$ cat src/rtl/scsi_regs_pkg.sv
package scsi_regs_pkg;

    typedef enum logic [1:0] {
        DMA_IDLE,
        DMA_SEND,
        DMA_TRECV,
        DMA_IRECV
    } dma_state_t;

    typedef enum logic [1:0] {
        IRQ_IDLE,
        IRQ_HOLD,
        IRQ_ACTIVE
    } irq_state_t;

    // register indices whose position the host software decodes
    localparam int unsigned IDX_DATA = 0;
    localparam int unsigned IDX_ICR  = 1;
    localparam int unsigned IDX_MODE = 2;
    localparam int unsigned IDX_TCR  = 3;
    localparam int unsigned IDX_BUS  = 4;
    localparam int unsigned IDX_STAT = 5;
    localparam int unsigned IDX_IN   = 6;
    localparam int unsigned IDX_ACKI = 7;
    localparam int unsigned IDX_PORT = 8;

    // bit positions
    localparam int unsigned ICR_RST    = 7;
    localparam int unsigned MODE_DMA   = 1;
    localparam int unsigned MODE_NOCHK = 6;
    localparam int unsigned FLAG_BIT   = 7;

endpackage

$ cat src/rtl/sreg_bus_drive.sv
module sreg_bus_drive (
    input  logic [4:0] cmd_lo,
    input  logic       dma_mode,
    input  logic       bus_busy,
    input  logic       tgt_to_init,
    output logic       drv_data,
    output logic       drv_atn,
    output logic       drv_sel,
    output logic       drv_bsy,
    output logic       drv_ack
);
    always_comb begin
        // data enable is withdrawn whenever the target owns the direction
        drv_data = cmd_lo[0] & ~(bus_busy & tgt_to_init);
        drv_atn  = cmd_lo[1];
        drv_sel  = cmd_lo[2];
        drv_bsy  = cmd_lo[3];
        // in DMA mode the handshake belongs to the transfer logic
        drv_ack  = cmd_lo[4] & ~dma_mode;
    end
endmodule

$ cat src/rtl/sreg_dma_fsm.sv
module sreg_dma_fsm
    import scsi_regs_pkg::*;
(
    input  logic clk,
    input  logic rst_n,
    input  logic stop,
    input  logic go_send,
    input  logic go_trecv,
    input  logic go_irecv,
    output logic active
);
    dma_state_t st_q, st_d;

    always_ff @(posedge clk or negedge rst_n) begin
        if (!rst_n) st_q <= DMA_IDLE;
        else        st_q <= st_d;
    end

    always_comb begin
        st_d = st_q;
        if (stop) begin
            st_d = DMA_IDLE;
        end else begin
            unique case (st_q)
                DMA_IDLE, DMA_SEND, DMA_TRECV, DMA_IRECV: begin
                    if (go_send)       st_d = DMA_SEND;
                    else if (go_trecv) st_d = DMA_TRECV;
                    else if (go_irecv) st_d = DMA_IRECV;
                end
                default: st_d = DMA_IDLE;
            endcase
        end
    end

    always_comb begin
        active = (st_q != DMA_IDLE);
    end

    p_stop_idle_r7: assert property (@(posedge clk) disable iff (!rst_n)
        stop |=> !active);
    p_start_on_r6: assert property (@(posedge clk) disable iff (!rst_n)
        ((go_send || go_trecv || go_irecv) && !stop) |=> active);
endmodule

$ cat src/rtl/sreg_irq_fsm.sv
module sreg_irq_fsm
    import scsi_regs_pkg::*;
#(
    parameter int unsigned HOLD = 2
) (
    input  logic clk,
    input  logic rst_n,
    input  logic soft_rst,
    input  logic raise,
    input  logic clear,
    output logic pend,
    output logic irq
);
    localparam int unsigned CW = (HOLD > 1) ? $clog2(HOLD) : 1;
    localparam logic [CW-1:0] LAST = CW'((HOLD > 0) ? HOLD - 1 : 0);

    irq_state_t      st_q, st_d;
    logic [CW-1:0]   cnt_q, cnt_d;

    always_ff @(posedge clk or negedge rst_n) begin
        if (!rst_n) begin
            st_q  <= IRQ_IDLE;
            cnt_q <= '0;
        end else begin
            st_q  <= st_d;
            cnt_q <= cnt_d;
        end
    end

    always_comb begin
        st_d  = st_q;
        cnt_d = cnt_q;
        if (soft_rst || clear) begin
            st_d  = IRQ_IDLE;
            cnt_d = '0;
        end else begin
            unique case (st_q)
                IRQ_IDLE: begin
                    if (raise) begin
                        cnt_d = '0;
                        st_d  = (HOLD == 0) ? IRQ_ACTIVE : IRQ_HOLD;
                    end
                end
                IRQ_HOLD: begin
                    if (cnt_q == LAST) st_d = IRQ_ACTIVE;
                    else               cnt_d = cnt_q + 1'b1;
                end
                IRQ_ACTIVE: begin
                    st_d = IRQ_ACTIVE;
                end
                default: st_d = IRQ_IDLE;
            endcase
        end
    end

    always_comb begin
        pend = (st_q != IRQ_IDLE);
        irq  = (st_q == IRQ_ACTIVE);
    end

    p_clear_r11: assert property (@(posedge clk) disable iff (!rst_n)
        clear |=> !pend);
    p_late_out_r12: assert property (@(posedge clk) disable iff (!rst_n)
        (HOLD != 0 && $rose(pend)) |-> !irq);
    p_hold_bound_r12: assert property (@(posedge clk) disable iff (!rst_n)
        (st_q == IRQ_HOLD) |-> (cnt_q <= LAST));
endmodule

$ cat src/rtl/scsi_ctl_regs.sv
module scsi_ctl_regs
    import scsi_regs_pkg::*;
#(
    parameter int unsigned DW           = 8,
    parameter int unsigned AW           = 4,
    parameter int unsigned NREG         = 9,
    parameter int unsigned PW           = 3,
    parameter int unsigned HAS_DMA_CTRL = 0,
    parameter int unsigned IRQ_HOLD     = 2
) (
    input  logic          clk,
    input  logic          rst_n,
    input  logic [AW-1:0] host_addr,
    input  logic          host_wr,
    input  logic          host_rd,
    input  logic [DW-1:0] host_wdata,
    output logic [DW-1:0] host_rdata,
    input  logic          bus_busy_i,
    input  logic [PW-1:0] bus_phase_i,
    input  logic          bus_req_i,
    input  logic          bus_sel_i,
    input  logic          bus_rst_i,
    input  logic [DW-1:0] bus_din_i,
    output logic [DW-1:0] bus_dout_o,
    output logic          bus_put_o,
    output logic          bus_take_o,
    output logic          drv_data_o,
    output logic          drv_atn_o,
    output logic          drv_sel_o,
    output logic          drv_bsy_o,
    output logic          drv_ack_o,
    output logic          drv_rst_o,
    output logic          irq_o
);
    localparam int unsigned PH_LSB = 2;

    logic [DW-1:0]   odr_q, icr_q, mode_q, tcr_q, rdata_q;
    logic            eod_q, put_q, take_q, rst_q;
    logic [NREG-1:0] hit, wr_hit, rd_hit;
    logic            wr_en, rd_en;
    logic            rst_cmd, mode_stop, dma_go, dma_active;
    logic            put_now, take_now, check, mismatch, raise, phase_ok;
    logic            irq_pend, dreq, flag_set;
    logic [DW-1:0]   stat, snap, rd_mux;

    assign wr_en = host_wr;
    assign rd_en = host_rd & ~host_wr;

    for (genvar g = 0; g < NREG; g++) begin : g_dec
        assign hit[g]    = (host_addr == AW'(g));
        assign wr_hit[g] = hit[g] & wr_en;
        assign rd_hit[g] = hit[g] & rd_en;
    end

    assign rst_cmd   = wr_hit[IDX_ICR] & host_wdata[ICR_RST];
    assign mode_stop = wr_hit[IDX_MODE] & ~host_wdata[MODE_DMA];
    assign dma_go    = mode_q[MODE_DMA] & ~rst_cmd;

    sreg_bus_drive u_drive (
        .cmd_lo      (icr_q[4:0]),
        .dma_mode    (mode_q[MODE_DMA]),
        .bus_busy    (bus_busy_i),
        .tgt_to_init (bus_phase_i[0]),
        .drv_data    (drv_data_o),
        .drv_atn     (drv_atn_o),
        .drv_sel     (drv_sel_o),
        .drv_bsy     (drv_bsy_o),
        .drv_ack     (drv_ack_o)
    );

    sreg_dma_fsm u_dma (
        .clk      (clk),
        .rst_n    (rst_n),
        .stop     (rst_cmd | mode_stop),
        .go_send  (dma_go & wr_hit[IDX_STAT]),
        .go_trecv (dma_go & wr_hit[IDX_IN]),
        .go_irecv (dma_go & wr_hit[IDX_ACKI]),
        .active   (dma_active)
    );

    assign put_now  = wr_hit[IDX_PORT]
                    | (wr_hit[IDX_DATA] & drv_data_o
                       & ((mode_q[MODE_DMA] & dma_active) | ~bus_busy_i));
    assign take_now = rd_hit[IDX_PORT] | (rd_hit[IDX_IN] & dma_active);
    assign check    = put_now | rd_hit[IDX_IN] | rd_hit[IDX_PORT];
    assign mismatch = ~bus_busy_i | (bus_phase_i != tcr_q[PW-1:0]);
    assign phase_ok = bus_busy_i & (bus_phase_i == tcr_q[PW-1:0]);
    assign raise    = check & ~mode_q[MODE_NOCHK] & mismatch;

    sreg_irq_fsm #(.HOLD(IRQ_HOLD)) u_irq (
        .clk      (clk),
        .rst_n    (rst_n),
        .soft_rst (rst_cmd),
        .raise    (raise),
        .clear    (rd_hit[IDX_ACKI]),
        .pend     (irq_pend),
        .irq      (irq_o)
    );

    if (HAS_DMA_CTRL != 0) begin : g_dc
        assign dreq     = 1'b0;
        assign flag_set = raise;
        p_flags_set_r10: assert property (@(posedge clk) disable iff (!rst_n)
            (raise && !mode_stop) |=> (eod_q && tcr_q[FLAG_BIT]));
    end else begin : g_nodc
        assign dreq     = dma_active;
        assign flag_set = 1'b0;
    end

    always_comb begin
        snap           = '0;
        snap[7]        = bus_rst_i;
        snap[6]        = bus_busy_i;
        snap[5]        = bus_req_i;
        snap[PH_LSB+PW-1:PH_LSB] = bus_phase_i;
        snap[1]        = bus_sel_i;
        stat           = '0;
        stat[7]        = eod_q;
        stat[6]        = dreq;
        stat[4]        = irq_pend;
        stat[3]        = phase_ok;
    end

    always_comb begin
        rd_mux = '0;
        if (hit[IDX_DATA] || hit[IDX_IN] || hit[IDX_PORT]) rd_mux = bus_din_i;
        else if (hit[IDX_ICR])  rd_mux = icr_q;
        else if (hit[IDX_MODE]) rd_mux = mode_q;
        else if (hit[IDX_TCR])  rd_mux = tcr_q;
        else if (hit[IDX_BUS])  rd_mux = snap;
        else if (hit[IDX_STAT]) rd_mux = stat;
    end

    always_ff @(posedge clk or negedge rst_n) begin
        if (!rst_n) begin
            odr_q   <= '0;
            icr_q   <= '0;
            mode_q  <= '0;
            tcr_q   <= '0;
            rdata_q <= '0;
            eod_q   <= 1'b0;
            put_q   <= 1'b0;
            take_q  <= 1'b0;
            rst_q   <= 1'b0;
        end else if (rst_cmd) begin
            odr_q   <= '0;
            icr_q   <= '0;
            mode_q  <= '0;
            tcr_q   <= '0;
            rdata_q <= '0;
            eod_q   <= 1'b0;
            put_q   <= 1'b0;
            take_q  <= 1'b0;
            rst_q   <= 1'b1;
        end else begin
            rst_q  <= 1'b0;
            put_q  <= put_now;
            take_q <= take_now;
            if (rd_en) rdata_q <= rd_mux;
            if (wr_hit[IDX_DATA] || wr_hit[IDX_PORT]) odr_q <= host_wdata;
            if (wr_hit[IDX_ICR]) icr_q[4:0] <= host_wdata[4:0];
            if (wr_hit[IDX_MODE]) begin
                mode_q <= host_wdata;
                if (!host_wdata[MODE_DMA]) eod_q <= 1'b0;
            end
            if (wr_hit[IDX_TCR]) tcr_q <= host_wdata;
            if (flag_set) begin
                eod_q           <= 1'b1;
                tcr_q[FLAG_BIT] <= 1'b1;
            end
        end
    end

    assign host_rdata = rdata_q;
    assign bus_dout_o = odr_q;
    assign bus_put_o  = put_q;
    assign bus_take_o = take_q;
    assign drv_rst_o  = rst_q;

    p_dbe_off_r3: assert property (@(posedge clk) disable iff (!rst_n)
        (bus_busy_i && bus_phase_i[0]) |-> !drv_data_o);
    p_ack_gate_r4: assert property (@(posedge clk) disable iff (!rst_n)
        mode_q[MODE_DMA] |-> !drv_ack_o);
    p_take_src_r8: assert property (@(posedge clk) disable iff (!rst_n)
        bus_take_o |-> $past(rd_en));
    p_put_src_r8: assert property (@(posedge clk) disable iff (!rst_n)
        bus_put_o |-> $past(host_wr));
    p_raise_r9: assert property (@(posedge clk) disable iff (!rst_n)
        (raise && !irq_pend) |=> irq_pend);
    p_ignore_r13: assert property (@(posedge clk) disable iff (!rst_n)
        (wr_en && !(|hit)) |=> ($stable(icr_q) && $stable(mode_q)
                                && $stable(tcr_q) && $stable(odr_q)));
    p_rst_clear_r5: assert property (@(posedge clk) disable iff (!rst_n)
        drv_rst_o |-> (icr_q == '0 && mode_q == '0 && tcr_q == '0 && !irq_pend));
endmodule

$ cat config.mk
export PLATFORM = sky130hd
export DESIGN_NAME = scsi_ctl_regs
export DESIGN_NICKNAME = d
export VERILOG_FILES = /design/src/rtl/scsi_regs_pkg.sv /design/src/rtl/sreg_bus_drive.sv /design/src/rtl/sreg_dma_fsm.sv /design/src/rtl/sreg_irq_fsm.sv /design/src/rtl/scsi_ctl_regs.sv
export SDC_FILE = /design/constraint.sdc
export NUM_CORES = 1
export LEC_CHECK = 0
export ABC_AREA = 1
export BUFFER_PORTS_ARGS = -buffer_cell sky130_fd_sc_hd__buf_2
export CAP_MARGIN = 20
export CORE_MARGIN = 4
export CORE_UTILIZATION = 41
export DETAILED_ROUTE_END_ITERATION = 16
export PLACE_DENSITY = 0.61
export SYNTH_ARGS = -nofsm -noshare
export SYNTH_HDL_FRONTEND = slang
export SYNTH_SLANG_ARGS = --single-unit
$ cat constraint.sdc
create_clock -name clk -period 2.2 [get_ports clk]
set_clock_uncertainty 0.15 [all_clocks]
set_input_delay 0.11 -clock clk [delete_from_list [all_inputs] [get_ports clk]]
set_output_delay 0.11 -clock clk [all_outputs]
set_load 0.05 [all_outputs]
### Word level (Yosys, flattened, before mapping)

Index checks and enable logic that the tools add are counted.

| cells by class | value |
|---|---|
| equal/unequal tests | 19 |
| $mul | 0 |
| magnitude comparators | 0 |
| bitwise logic cells | 42 |
| div/mod/pow operators | 0 |
| shift operators | 0 |
| add/sub/neg operators | 1 |
| reductions and logical operators | 19 |
| mux-type cells | 35 |

Operator list:

| kind | number |
|---|---|
| two-way mux 8 bit | 14 |
| AND 1 bit | 28 |
| equality test 4 x 3 -> 1 bit (second input constant) | 4 |
| two-way mux 2 bit | 8 |
| nonzero test 2 bit | 7 |
| two-way mux 5 bit | 2 |
| two-way mux 1 bit | 9 |
| equality test 4 x 2 -> 1 bit (second input constant) | 2 |
| NOT 1 bit | 7 |
| bitwise OR 1 bit | 7 |
| equality test 2 bit (second input constant) | 3 |
| one-hot mux 2 bit (3 select lines) | 1 |
| AND reduction 2 bit | 3 |
| != test 5 x 1 -> 1 bit (second input constant) | 1 |
| equality test 2 x 1 -> 1 bit (second input constant) | 2 |
| equality test 4 x 1 -> 1 bit (second input constant) | 1 |
| equality test 4 bit (second input constant) | 1 |
| logical NOT 2 bit | 2 |
| logical NOT 4 bit | 1 |
| logical OR 1 bit | 4 |
| OR reduction 4 bit | 1 |
| equality test 3 bit | 1 |
| != test 3 x 1 -> 1 bit (second input constant) | 1 |
| != test 3 x 2 -> 1 bit (second input constant) | 1 |
| other kinds (5) | 5 |

| storage, ports and cells | value |
|---|---|
| memories | 0 |
| input bits | 31 |
| ROM bits | 0 |
| bits in writable memories | 0 |
| bits in registers | 46 |
| latch bits | 0 |
| word-level logic and storage cells | 128 |
| output and inout port bits | 25 |

### Logic depth before layout (Yosys ltp)

| logic depth | value |
|---|---|
| word-level depth | 13 |
| depth in mapped cells | 12 |
| mapped depth without buffers | 12 |

### Modules after synthesis

A second synthesis with hierarchy kept.

| second synthesis, totals | value |
|---|---|
| cells, all modules | 335 |
| area total of the unflattened synthesis | 2504.9 um2 |

Modules (own cells, without submodules):

| module | cells an instance | seq. area each (um2) | times used | area each (um2) |
|---|---|---|---|---|
| scsi_ctl_regs | 280 | 1001.0 | 1 | 2114.5 |
| sreg_irq_fsm | 33 | 75.1 | 1 | 235.2 |
| sreg_dma_fsm | 15 | 50.0 | 1 | 112.6 |
| sreg_bus_drive | 7 | 0.0 | 1 | 42.5 |

### Worst setup path after synthesis

No wires, ideal clock.

| timing | value |
|---|---|
| path kind | register to register |
| from | register icr_q[0] |
| to | register u_irq.st_q[0] |
| path slack | 0.185 ns |
| arrival time | 1.749 ns |
| cell stages (with the launch flop) | 10 |
| library setup time | 0.116 ns |
| cells stage by stage | dfrtp_1 -> inv_1 -> a21oi_1 -> nand3_1 -> nand3_1 -> nand2_1 -> nand2_2 -> nand2_1 -> nand2_1 -> nand2_1 |

| between the ends | value |
|---|---|
| cells in the longest elaborated chain, start to end | 10 |

RTL lines:

| what | line | RTL |
|---|---|---|
| from (decl) | scsi_ctl_regs.sv:37 | `logic [DW-1:0] odr_q, icr_q, mode_q, tcr_q, rdata_q;` |
| from (signal assigned) | scsi_ctl_regs.sv:161 | `if (wr_hit[IDX_ICR]) icr_q[4:0] <= host_wdata[4:0];` |
| AND 1 bit | sreg_bus_drive.sv:14 | `drv_data = cmd_lo[0] & ~(bus_busy & tgt_to_init);` |
| named net drv_data_o | scsi_ctl_regs.sv:27 | `output logic drv_data_o,` |
| AND 1 bit | scsi_ctl_regs.sv:82 | `\| (wr_hit[IDX_DATA] & drv_data_o` |
| AND 1 bit | scsi_ctl_regs.sv:83 | `& ((mode_q[MODE_DMA] & dma_active) \| ~bus_busy_i));` |
| bitwise OR 1 bit | scsi_ctl_regs.sv:82 |  |
| bitwise OR 1 bit (2 in a row) | scsi_ctl_regs.sv:85 | `assign check = put_now \| rd_hit[IDX_IN] \| rd_hit[IDX_PORT];` |
| AND 1 bit (2 in a row) | scsi_ctl_regs.sv:88 | `assign raise = check & ~mode_q[MODE_NOCHK] & mismatch;` |
| != test 3 x 2 -> 1 bit (no line) | -- |  |
| AND reduction 2 bit (no line) | -- |  |
| to (signal assigned) | sreg_irq_fsm.sv:25 | `st_q <= st_d;` |
| to (decl) | sreg_irq_fsm.sv:17 | `irq_state_t st_q, st_d;` |

The timed path passes the listed nets, and every way through them passes these cells.
A chain may end at the register's enable or synchronous reset.

### Final worst setup path

| timing | value |
|---|---|
| from | input port host_addr[1] |
| to | register tcr_q[3] |

| between the ends | value |
|---|---|
| cells in the longest elaborated chain, start to end | 4 |

RTL lines:

| what | line | RTL |
|---|---|---|
| from (decl) | scsi_ctl_regs.sv:13 | `input logic [AW-1:0] host_addr,` |
| equality test 4 x 1 -> 1 bit | scsi_ctl_regs.sv:50 | `assign hit[g] = (host_addr == AW'(g));` |
| AND 1 bit | scsi_ctl_regs.sv:51 | `assign wr_hit[g] = hit[g] & wr_en;` |
| AND 1 bit | scsi_ctl_regs.sv:55 | `assign rst_cmd = wr_hit[IDX_ICR] & host_wdata[ICR_RST];` |
| two-way mux 8 bit / nonzero test 2 bit (equally long branches) | -- |  |
| to (signal assigned) | scsi_ctl_regs.sv:166 | `if (wr_hit[IDX_TCR]) tcr_q <= host_wdata;` |
| to (decl) | scsi_ctl_regs.sv:37 |  |

Parallel ways exist; a longest one is shown, timed or not.

==> flow_summary.toml <==
[outcome]
run_status = "finished clean"

[global_route]
grt_pass1_vias = 2233
grt_first_pass_wirelength_mm = 11.10
grt_max_degree = 20
grt-ovfl-total = 0
antenna_found_initial = 0
grt_usage_pct = 18.97

[power_and_ir_drop]
irDropWorstVdd_mv = 0.4418
power.leakage_uw = 0.001710
power-per-cell-area_nw_per_um2 = 838.7

[routing]
wl_met1_mm = 3.191
drc = 0
top_layer_used = "met4"
post_drt_wl_per_cell_um = 14.26
wl_mm = 6.701
firstDrtPassIters = 4
ant_nets = 0
viasPerCell = 4.879
met3_length_um = 476
drtIter0Drc = 168
wl_met2_mm = 2.891
vias = 2293

[cts]
cts_setup_buffers = 0
h-tree-depth = 2
clkLatencyLatePin_ns = 0.30
tritoncts = "done"
cts.repair.resized = 0
cts.sinks = 45
cts_root_buffer = "clkbuf_8"
numCtsBuffers = 5
path_clk_slew_ns = 0.09
cts_buffer_depth = 2

[layout]
area_growth_pct = 22.30
fillers = 589
multi_input_area_um2 = 1247
seq_area_um2 = 1126
drive_above_1_share_pct = 32.15
antenna_cells = 0
nets = 428

[timing]
fin_setup_tns_ns = 0
slew_headroom_pct = 76.19
whs_ns = 0.01146
max_slew.worst_pin.slew_ns = 0.3558
rsz0062_at_grt = "false"
clock.fmax_mhz = 555.0
finalCriticalPeriod_ns = 1.802
finalSetupViolations = 0
finalCritPeriodShare_pct = 81.89
hold_viol = 0
drv_slew = 0

[placed_design]
gp_congestion = 0.8917
dp_hpwl_mm = 5.059
port-buffer-count = 55

[floorplan]
rows = 28
fp.dieH_um = 87.17
die_w_um = 87.17
start_util_pct = 42.90
die-area_um2 = 7599
floorplan.core_area_um2 = 5991
io_pins = 56

[worst_setup_path]
cp.arrival_ns = 1.89
reg2reg_depth = 9
end_kind = "flip-flop"
cp_max_fo = 19
crit_type = "input pin to flip-flop"
start_kind = "input pin"
crit_required_ns = 2.29

[logic_synthesis]
synth_seq_cells = 45
avgSynthCellArea_um2 = 8.006
netlist.area_leader.share_pct = 43.82
yosysTopAreaCell = "dfrtp_1"
yosysSeqAreaShare_pct = 43.82
syn_nets = 355
netlist_instances = 321
syn_area_um2 = 2570
yosys-top-cells-area = "dfrtp_1, nand2_1, o21ai_2"
yosysWarnings = 0
synth.distinct_cells = 27

[hold_path]
hold_depth = 3
min_path_type = "input pin to flip-flop"

[job]
drv_cap = 0
[cell usage after synthesis]
cell	number
o211ai_1	2
nand2_4	3
inv_2	7
o21ai_2	25
buf_6	4
o21ai_0	7
buf_2	2
a21oi_2	1
nand4_1	7
nor2_4	5
nor2_1	19
nand2_1	111
o21ai_1	5
or2_2	1
nand2_2	14
o22ai_1	2
inv_1	29
or2_1	1
nand2_8	1
nand3_1	14
nor2_8	1
inv_4	1
nor2_2	3
dfrtp_1	45
o2111ai_1	1
a21oi_1	7
ha_1	3
[timing repair]
| item | 4_1_cts | 5_1_grt |
|---|---|---|
| hold buffers | 15 | 0 |
| endpoints found under the hold margin | 75 | 0 |
| setup endpoints to repair | 0 | 0 |
[flip-flops by register name (all words and copies together) (netlist names)]
register     cells
u_irq.st_q       2
bus_put_o        1
tcr_q            8
bus_dout_o       8
u_dma.st_q       2
u_irq.cnt_q      1
drv_rst_o        1
host_rdata       8
mode_q           8
bus_take_o       1
icr_q            5
[path summary, 6_finish.rpt]
path / from / endpoint / slack, ns
min in group asynchronous: rst_n / drv_rst_o$_DFF_PN0_ / 0.10
setup reg to reg: mode_q[1]$_DFFE_PN0P_ / u_irq.st_q[1]$_DFFE_PN0P_ / 0.70
max in group asynchronous: rst_n / u_irq.cnt_q$_DFFE_PN0P_ / 1.23
setup / recovery: host_addr[1] / tcr_q[3]$_DFFE_PN0P_ / 0.40
hold / removal: host_wdata[1] / mode_q[1]$_DFFE_PN0P_ / 0.01
hold reg to reg: bus_dout_o[6]$_DFFE_PN0P_ / bus_dout_o[6]$_DFFE_PN0P_ / 0.33
[power by group]
part	internal, uW	switching [uW]	leakage [uW]
sequential	1000	123	0.000575
combinational	304	671	0.00109
clock	230	308	0.0000447
total	1530	1100	0.00171
[cell type report]
class	instances	area share (%)
Multi-Input combinational cell	233	39.69
Clock buffer	5	2.189
Inverter	37	4.498
Tap cell	75	2.986
Clock inverter	3	0.7962
Timing Repair Buffer	72	14.01
Sequential cell	45	35.83
[through the flow]
stage          setup slack [ns]  util [%]  power [uW]  cells  cell area (um2)
2_1_floorplan            0.1845         -        1846    321             2570
3_3_place_gp             0.6550     48.39        2080    447             2899
3_5_place_dp             0.6442     48.39        2095    447             2899
4_1_cts                  0.4016     52.46        2667    470             3143
5_1_grt                  0.2744     52.46        2821    470             3143
6_report                 0.3983     52.46        2636    470             3143
[metal layers]
metal / global-route usage, % / vias to the layer above
met2: 28.36 / 85
met1: 27.41 / 1027
met5: 0 / -
met3: 3.974 / 15
met4: 6.137 / 0
li1: - / 1166
[kinds of logic (layout without fill, tap and decap cells)]
kind of cell    after synthesis  count (layout)  synth area share [%]
compound gates               50              50                 13.97
fa+ha+maj                     3               3                 1.461
buf+inv                      43             117                 7.644
flops                        45              45                 43.82
simple gates                180             180                 33.11
[placed cells by master, fill, tap and decap left out, types with 14 or more instances in the layout]
master and n:
nand2_1 111, buf_2 55, dfrtp_1 45, inv_1 29, o21ai_2 25, nor2_1 19
dlygate4sd3_1 15, nand2_2 14, nand3_1 14
[worst max-delay path, cell delays in order]
cell,delay [ns]
dlygate4sd3_1,0.53
buf_2,0.17
inv_2,0.06
nand2_2,0.07
inv_2,0.04
nand2_4,0.12
nor2_8,0.05
nand2_8,0.17
o21ai_2,0.08
inv_2,0.27
nand2_1,0.12
o21ai_2,0.07
No activity file was read; power rests on OpenSTA's default activity.
